File: src/rtl/nwtx_pkg.sv
package nwtx_pkg;
   // Transmission phase of the sequencer
   typedef enum logic [1:0] {
      PH_IDLE  = 2'd0,
      PH_PRE   = 2'd1,
      PH_FRAME = 2'd2
   } phase_e;

   // Number of bit periods in one frame: start low, start high, address, nibble, stop
   function automatic int frame_bits(input int addr_w, input int nib_w);
      return 3 + addr_w + nib_w;
   endfunction
endpackage

File: src/rtl/nwtx_bit_timer.sv
module nwtx_bit_timer #(
   parameter int PER_W   = 8,
   parameter int MIN_PER = 4
) (
   input  logic             clk,
   input  logic             rst_n,
   input  logic             start,
   input  logic             run,
   input  logic [PER_W-1:0] period_in,
   output logic             bit_end
);
   localparam logic [PER_W-1:0] MIN_V = PER_W'(MIN_PER);
   localparam logic [PER_W-1:0] ONE_V = PER_W'(1);

   logic [PER_W-1:0] per_q;
   logic [PER_W-1:0] cnt_q;

   assign bit_end = run && (cnt_q == per_q - ONE_V);

   always_ff @(posedge clk or negedge rst_n) begin
      if (!rst_n) begin
         per_q <= MIN_V;
         cnt_q <= '0;
      end else if (start) begin
         per_q <= (period_in < MIN_V) ? MIN_V : period_in;
         cnt_q <= '0;
      end else if (run) begin
         cnt_q <= bit_end ? '0 : cnt_q + ONE_V;
      end
   end
endmodule

File: src/rtl/nwtx_frame_builder.sv
module nwtx_frame_builder #(
   parameter int ADDR_W = 3,
   parameter int NIB_W  = 4,
   parameter int FR_W   = 3 + ADDR_W + NIB_W
) (
   input  logic [2*NIB_W-1:0] data,
   input  logic [ADDR_W-1:0]  addr,
   input  logic               upper,
   output logic [FR_W-1:0]    frame
);
   logic [NIB_W-1:0] nib;

   assign nib = upper ? data[2*NIB_W-1:NIB_W] : data[NIB_W-1:0];

   // Timing edge of the frame: low then high
   assign frame[0] = 1'b0;
   assign frame[1] = 1'b1;

   for (genvar g = 0; g < ADDR_W; g++) begin : g_addr
      assign frame[2+g] = addr[g];
   end

   for (genvar g = 0; g < NIB_W; g++) begin : g_nib
      assign frame[2+ADDR_W+g] = nib[g];
   end

   assign frame[FR_W-1] = 1'b1;
endmodule

File: src/rtl/nwtx_sequencer.sv
module nwtx_sequencer
   import nwtx_pkg::*;
#(
   parameter int FR_BITS  = 10,
   parameter int PRE_BITS = 20,
   parameter int IDX_W    = 5
) (
   input  logic             clk,
   input  logic             rst_n,
   input  logic             start,
   input  logic             want_pre,
   input  logic             bit_end,
   output phase_e           phase,
   output logic             upper,
   output logic [IDX_W-1:0] bit_idx
);
   localparam logic [IDX_W-1:0] FR_LAST  = IDX_W'(FR_BITS - 1);
   localparam logic [IDX_W-1:0] PRE_LAST = IDX_W'((PRE_BITS > 0) ? PRE_BITS - 1 : 0);
   localparam bit               PRE_ON   = (PRE_BITS > 0);

   always_ff @(posedge clk or negedge rst_n) begin
      if (!rst_n) begin
         phase   <= PH_IDLE;
         upper   <= 1'b0;
         bit_idx <= '0;
      end else if (start) begin
         phase   <= (PRE_ON && want_pre) ? PH_PRE : PH_FRAME;
         upper   <= 1'b0;
         bit_idx <= '0;
      end else if (bit_end) begin
         unique case (phase)
            PH_PRE: begin
               if (bit_idx == PRE_LAST) begin
                  phase   <= PH_FRAME;
                  bit_idx <= '0;
               end else begin
                  bit_idx <= bit_idx + 1'b1;
               end
            end
            PH_FRAME: begin
               if (bit_idx == FR_LAST) begin
                  bit_idx <= '0;
                  if (upper) begin
                     phase <= PH_IDLE;
                     upper <= 1'b0;
                  end else begin
                     upper <= 1'b1;
                  end
               end else begin
                  bit_idx <= bit_idx + 1'b1;
               end
            end
            default: begin
               phase   <= PH_IDLE;
               bit_idx <= '0;
            end
         endcase
      end
   end
endmodule

File: src/rtl/onewire_nibble_tx.sv
module onewire_nibble_tx
   import nwtx_pkg::*;
#(
   parameter int ADDR_W     = 3,
   parameter int NIB_W      = 4,
   parameter int PER_W      = 8,
   parameter int MIN_PER    = 4,
   parameter int PRE_FRAMES = 2
) (
   input  logic                clk,
   input  logic                rst_n,
   input  logic                in_valid,
   output logic                in_ready,
   input  logic [2*NIB_W-1:0]  in_data,
   input  logic [ADDR_W-1:0]   in_addr,
   input  logic [PER_W-1:0]    bit_period,
   input  logic                preamble_req,
   output logic                line_out,
   output logic                busy
);
   localparam int FR_BITS  = frame_bits(ADDR_W, NIB_W);
   localparam int PRE_BITS = PRE_FRAMES * FR_BITS;
   localparam int CNT_MAX  = (PRE_BITS > FR_BITS) ? PRE_BITS : FR_BITS;
   localparam int IDX_W    = $clog2(CNT_MAX);
   localparam int FIDX_W   = $clog2(FR_BITS);

   // Elaboration-time parameter checks
   if (MIN_PER < 4) begin : g_bad_min
      $error("MIN_PER must be at least 4");
   end
   if (MIN_PER >= (1 << PER_W)) begin : g_bad_per_w
      $error("PER_W too narrow for MIN_PER");
   end
   if (ADDR_W < 1 || NIB_W < 1) begin : g_bad_fields
      $error("ADDR_W and NIB_W must be positive");
   end
   if (PRE_FRAMES < 0) begin : g_bad_pre
      $error("PRE_FRAMES must not be negative");
   end

   phase_e              phase;
   logic                upper;
   logic [IDX_W-1:0]    bit_idx;
   logic                bit_end;
   logic                accept;
   logic                armed;
   logic [2*NIB_W-1:0]  data_q;
   logic [ADDR_W-1:0]   addr_q;
   logic [FR_BITS-1:0]  frame_vec;

   assign busy     = (phase != PH_IDLE);
   assign in_ready = !busy;
   assign accept   = in_valid && in_ready;

   always_ff @(posedge clk or negedge rst_n) begin
      if (!rst_n) begin
         data_q <= '0;
         addr_q <= '0;
      end else if (accept) begin
         data_q <= in_data;
         addr_q <= in_addr;
      end
   end

   // Preamble arming: set by reset, consumed by the next accepted byte
   if (PRE_FRAMES > 0) begin : g_arm
      always_ff @(posedge clk or negedge rst_n) begin
         if (!rst_n)      armed <= 1'b1;
         else if (accept) armed <= 1'b0;
      end
   end else begin : g_no_arm
      assign armed = 1'b0;
   end

   nwtx_bit_timer #(
      .PER_W   (PER_W),
      .MIN_PER (MIN_PER)
   ) i_timer (
      .clk       (clk),
      .rst_n     (rst_n),
      .start     (accept),
      .run       (busy),
      .period_in (bit_period),
      .bit_end   (bit_end)
   );

   nwtx_sequencer #(
      .FR_BITS  (FR_BITS),
      .PRE_BITS (PRE_BITS),
      .IDX_W    (IDX_W)
   ) i_seq (
      .clk      (clk),
      .rst_n    (rst_n),
      .start    (accept),
      .want_pre (armed || preamble_req),
      .bit_end  (bit_end),
      .phase    (phase),
      .upper    (upper),
      .bit_idx  (bit_idx)
   );

   nwtx_frame_builder #(
      .ADDR_W (ADDR_W),
      .NIB_W  (NIB_W),
      .FR_W   (FR_BITS)
   ) i_build (
      .data  (data_q),
      .addr  (addr_q),
      .upper (upper),
      .frame (frame_vec)
   );

   always_comb begin
      unique case (phase)
         PH_FRAME: line_out = frame_vec[bit_idx[FIDX_W-1:0]];
         default:  line_out = 1'b1;
      endcase
   end
endmodule

File: config.mk
export PLATFORM = sky130hd
export DESIGN_NAME = onewire_nibble_tx
export DESIGN_NICKNAME = d
export VERILOG_FILES = /design/src/rtl/nwtx_pkg.sv /design/src/rtl/nwtx_bit_timer.sv /design/src/rtl/nwtx_frame_builder.sv /design/src/rtl/nwtx_sequencer.sv /design/src/rtl/onewire_nibble_tx.sv
export SDC_FILE = /design/constraint.sdc
export NUM_CORES = 1
export LEC_CHECK = 0
export BUFFER_PORTS_ARGS = -buffer_cell sky130_fd_sc_hd__buf_2
export CAP_MARGIN = 20
export CORE_MARGIN = 2
export CORE_UTILIZATION = 58
export CTS_BUF_LIST = sky130_fd_sc_hd__clkbuf_16
export CTS_CLUSTER_DIAMETER = 40
export DETAILED_ROUTE_END_ITERATION = 7
export GPL_TIMING_DRIVEN = 0
export MAX_ROUTING_LAYER = met4
export PLACE_DENSITY = 0.8
export SLEW_MARGIN = 20
export SYNTH_ARGS = -nofsm -noshare
export SYNTH_HDL_FRONTEND = slang
export SYNTH_SLANG_ARGS = --single-unit
File: constraint.sdc
create_clock -name clk -period 2.45 [get_ports clk]
set_input_delay 0.6125 -clock clk [delete_from_list [all_inputs] [get_ports clk]]
set_output_delay 0.6125 -clock clk [all_outputs]
set_load 0.02 [all_outputs]
==> summary.txt <==
Status
  – Status: completed

Synth
  – FF+latch count, synth: 36
  – Number of enable flip-flop cells after synthesis: 0
  – Post-synth top area cell: dfrtp_1
  – Share of the synthesized area in the top cell type: 40.0%
  – Syn_area_per_cell: 9.86 um^2
  – Syn_nets: 248
  – Yosys warns: 0
  – Synth area leaders: dfrtp_1 40%, mux2_2 9.5%, ha_1 5.3%
  – Post-Synthesis Cell Area: 2130 um^2
  – Unique masters post-synth: 45
  – Fraction of registers with async set/reset: 100%
  – Ys flop type: dfrtp_1
  – Synth Instances: 216
  – Sequential area share after synthesis: 42.4%

Routing
  – # DRC: 0
  – Via count: 1762
  – First-pass iteration count of the detailed router: 4
  – Detail Route Antenna Nets: 0
  – DRT Wirelength: 4.65 mm
  – Iter 0 DRT Violations: 127
  – DR WL/cell: 15.5 um
  – Via-to-Cell Ratio: 5.85

Clock tree
  – Sink Count: 36
  – Clk pin slew, worst setup/hold paths: 0.06 ns
  – Bufs on Longest Clock Path: 2
  – Worst-Skew Late Latency: 0.28 ns
  – Root buffer cell: clkbuf_16
  – Clock buffer count from CTS: 5
  – CTS tree: yes
  – Post-CTS Hold Buffers: 0
  – H-tree depth: 2

Die
  – Die width: 64.6 um
  – Starting Density: 59.1%
  – Die Area: 4170 um^2
  – Num ports: 26
  – Core outline area: 3610 um^2
  – Die Ht: 64.6 um
  – Rows: 22

Placement
  – Placement-stage cell area: 2310 um^2
  – HPWL Detailed: 3.26 mm
  – GPL Wtd Cong: 0.863
  – Place WS: -0.0507 ns
  – PortBufs: 25
  – Placed Cells: 289

Worst setup path
  – Startpoint type of the worst setup path: register
  – Critical Path Max Stage Delay: 0.47 ns
  – CP cell instances: mux2i_1 -> o22ai_1 -> a21oi_1 -> a211o_1 -> o311ai_1 -> buf_2
  – CP max-delay cell: dfrtp_2
  – Critical Path RT: 1.84 ns
  – Crit path kind: register to output pin
  – Worst endpoint data arrival time: 1.76 ns
  – Max FO, Critical Path: 6
  – Crit. End Element: output pin

Power
  – Sw Ratio: 32.9%
  – Seq pwr share: 38.2%
  – Clk network pwr share: 25.3%
  – Power per cell area: 1120 nW/um^2
  – Pleak: 1.11 nW
  – Gate power share: 36.4%
  – Switching power total: 0.940 mW
  – Internal power: 1.91 mW
  – VDD IR max: 0.000598 V

STA
  – Fin crit period: 2.38 ns
  – Worst-margin pin slew: 0.793 ns
  – Period utilization: 97.0%
  – Final Hold Vio Count: 0
  – Final Skew: 0.00438 ns
  – Endpoints failing setup: 0
  – RSZ-0062 raised after global routing: no
  – Final setup margin: 0.0730 ns
  – Slew margin rel.: 47.1%
  – Fin Setup TNS: 0 ns
  – Fin. max-slew vios: 0
  – Peak Freq: 421 MHz

Hold path
  – Worst Hold Class: input pin to async pin

Finish
  – Ratio of cells with drive above 1 in the final layout: 29.2%
  – Fillers: 279
  – Post-layout nets: 284
  – Post-Route Utilization: 70.6%
  – Multi-input logic area: 1140 um^2
  – Layout Cells excl Fill: 301
  – Ant. Diodes: 0
  – Syn-to-layout area delta: 19.6%
  – FF+latch area: 906 um^2
  – Final std cell area, no fill: 2550 um^2

Global route
  – Largest net degree at the start of global routing: 37
  – Vias in the first global route: 1723
  – Initial antenna violation count: 0
  – First-pass GRT wire length: 7.96 mm
  – Total gr overflow: 0
  – Tot GR Track Use: 25.8%

Run
  – Max-cap viol count: 0
-- logic make-up after synthesis --
logic type               synth area share (%)
AND/OR/NAND/NOR                          16.4
buffers and inverters                    4.70
flip-flops                               42.4
adder cells (fa/ha/maj)                  5.29
XOR/XNOR                                 4.76
AO/OA/AOI/OAI                            14.6
multiplexers                             11.9
-- placed cells by master (no fill, tap or decap), types with 2 or more instances in the layout --
cell,instances
nand4_1,2
xnor2_1,7
nor2_1,16
o21ai_0,12
buf_4,7
clkbuf_1,3
ha_1,8
nor4_1,4
o22ai_1,2
nand2b_1,6
nor3_1,6
buf_2,27
a31oi_1,5
a32o_1,5
a311oi_1,2
dfrtp_2,2
o31ai_1,2
a21oi_1,5
and2_1,2
nand2_1,13
xor2_1,2
dfrtp_1,32
nand3_1,14
clkbuf_2,2
mux2_2,18
dfstp_2,2
inv_1,10
a211oi_1,2
or2_2,2
mux2i_1,5
clkbuf_16,5
-- cell type report --
cell class                 count  share of cell area (%)
buffer                        11                    2.56
clock buffer                   5                    4.91
clock inverter                 3                    1.67
inverter                      11                    1.62
multi-input combinational    157                    44.9
sequential                    36                    35.6
tap                           48                    2.36
timing repair buffer          30                    6.39
-- worst paths after layout --
| check | startpoint | to | slack (ns) | depth (start not counted) |
|---|---|---|---|---|
| max | i_seq.upper$_DFFE_PN0P_ | line_out | 0.07 | 6 |
| min | rst_n | i_seq.bit_idx[4]$_DFFE_PN0N_ | 0.41 | 1 |
| max reg2reg | i_timer.per_q[0]$_DFFE_PN0P_ | i_seq.bit_idx[1]$_DFFE_PN0N_ | 0.15 | 9 |
| min reg2reg | armed$_DFFE_PN1P_ | armed$_DFFE_PN1P_ | 0.49 | 1 |
| max in group asynchronous | rst_n | i_timer.per_q[0]$_DFFE_PN0P_ | 1.48 | 1 |
| min in group clk | armed$_DFFE_PN1P_ | armed$_DFFE_PN1P_ | 0.49 | 1 |
-- metrics by stage --
stage	power (mW)	hold WS, ns
6_report	2.85	0.413
3_5_place_dp	2.02	0.483
2_1_floorplan	1.79	0.317
5_1_grt	3.03	0.489
4_1_cts	2.76	0.453
3_3_place_gp	1.97	0.482
-- routing by layer --
layer	track usage (%)	routed length, um	vias up
li1	-	-	860
met4	9.04	53	0
met5	-	0	-
met1	33.0	2150	856
met3	4.86	160	6
met2	41.4	2290	40
-- Yosys cell counts, drive strengths merged, types with 3 or more instances --
library cell  instances
dfrtp                34
mux2                 18
nor2                 16
nand3                14
nand2                13
o21ai                12
inv                  11
clkbuf                9
ha                    9
xnor2                 7
nand2b                6
nor3                  6
a21oi                 5
a31oi                 5
a32o                  5
mux2i                 5
nor4                  4
a211oi                3
buf                   3
-- what timing repair did --
action,in CTS,in global routing
pin swaps,1,3
resized for setup,7,10
hold endpoints to repair,0,0
endpoints found under the setup margin,6,8
buffers inserted,0,5
-- worst max-delay path: cells and delay by family, from the launching register on --
| family | cells | cell delay (ns) |
|---|---|---|
| AO/OA/AOI/OAI | 4 | 0.64 |
| buffers and inverters | 1 | 0.22 |
| flip-flops | 1 | 0.47 |
| multiplexers | 1 | 0.15 |
-- power by group through the flow --
stage	Clock [mW]	Combinational, mW	Sequential (mW)
2_1_floorplan	0	0.778	1.01
3_3_place_gp	0	0.898	1.07
3_5_place_dp	0	0.932	1.09
4_1_cts	0.730	0.926	1.11
5_1_grt	0.765	1.14	1.13
6_report	0.723	1.04	1.09
-- sequential cells by signal, indices dropped and copies added (netlist names) --
register / cells
data_q: 8
i_timer.cnt_q: 8
i_timer.per_q: 8
i_seq.bit_idx: 5
addr_q: 3
i_seq.phase: 2
armed: 1
i_seq.upper: 1
No activity file was read; power rests on OpenSTA's default activity.
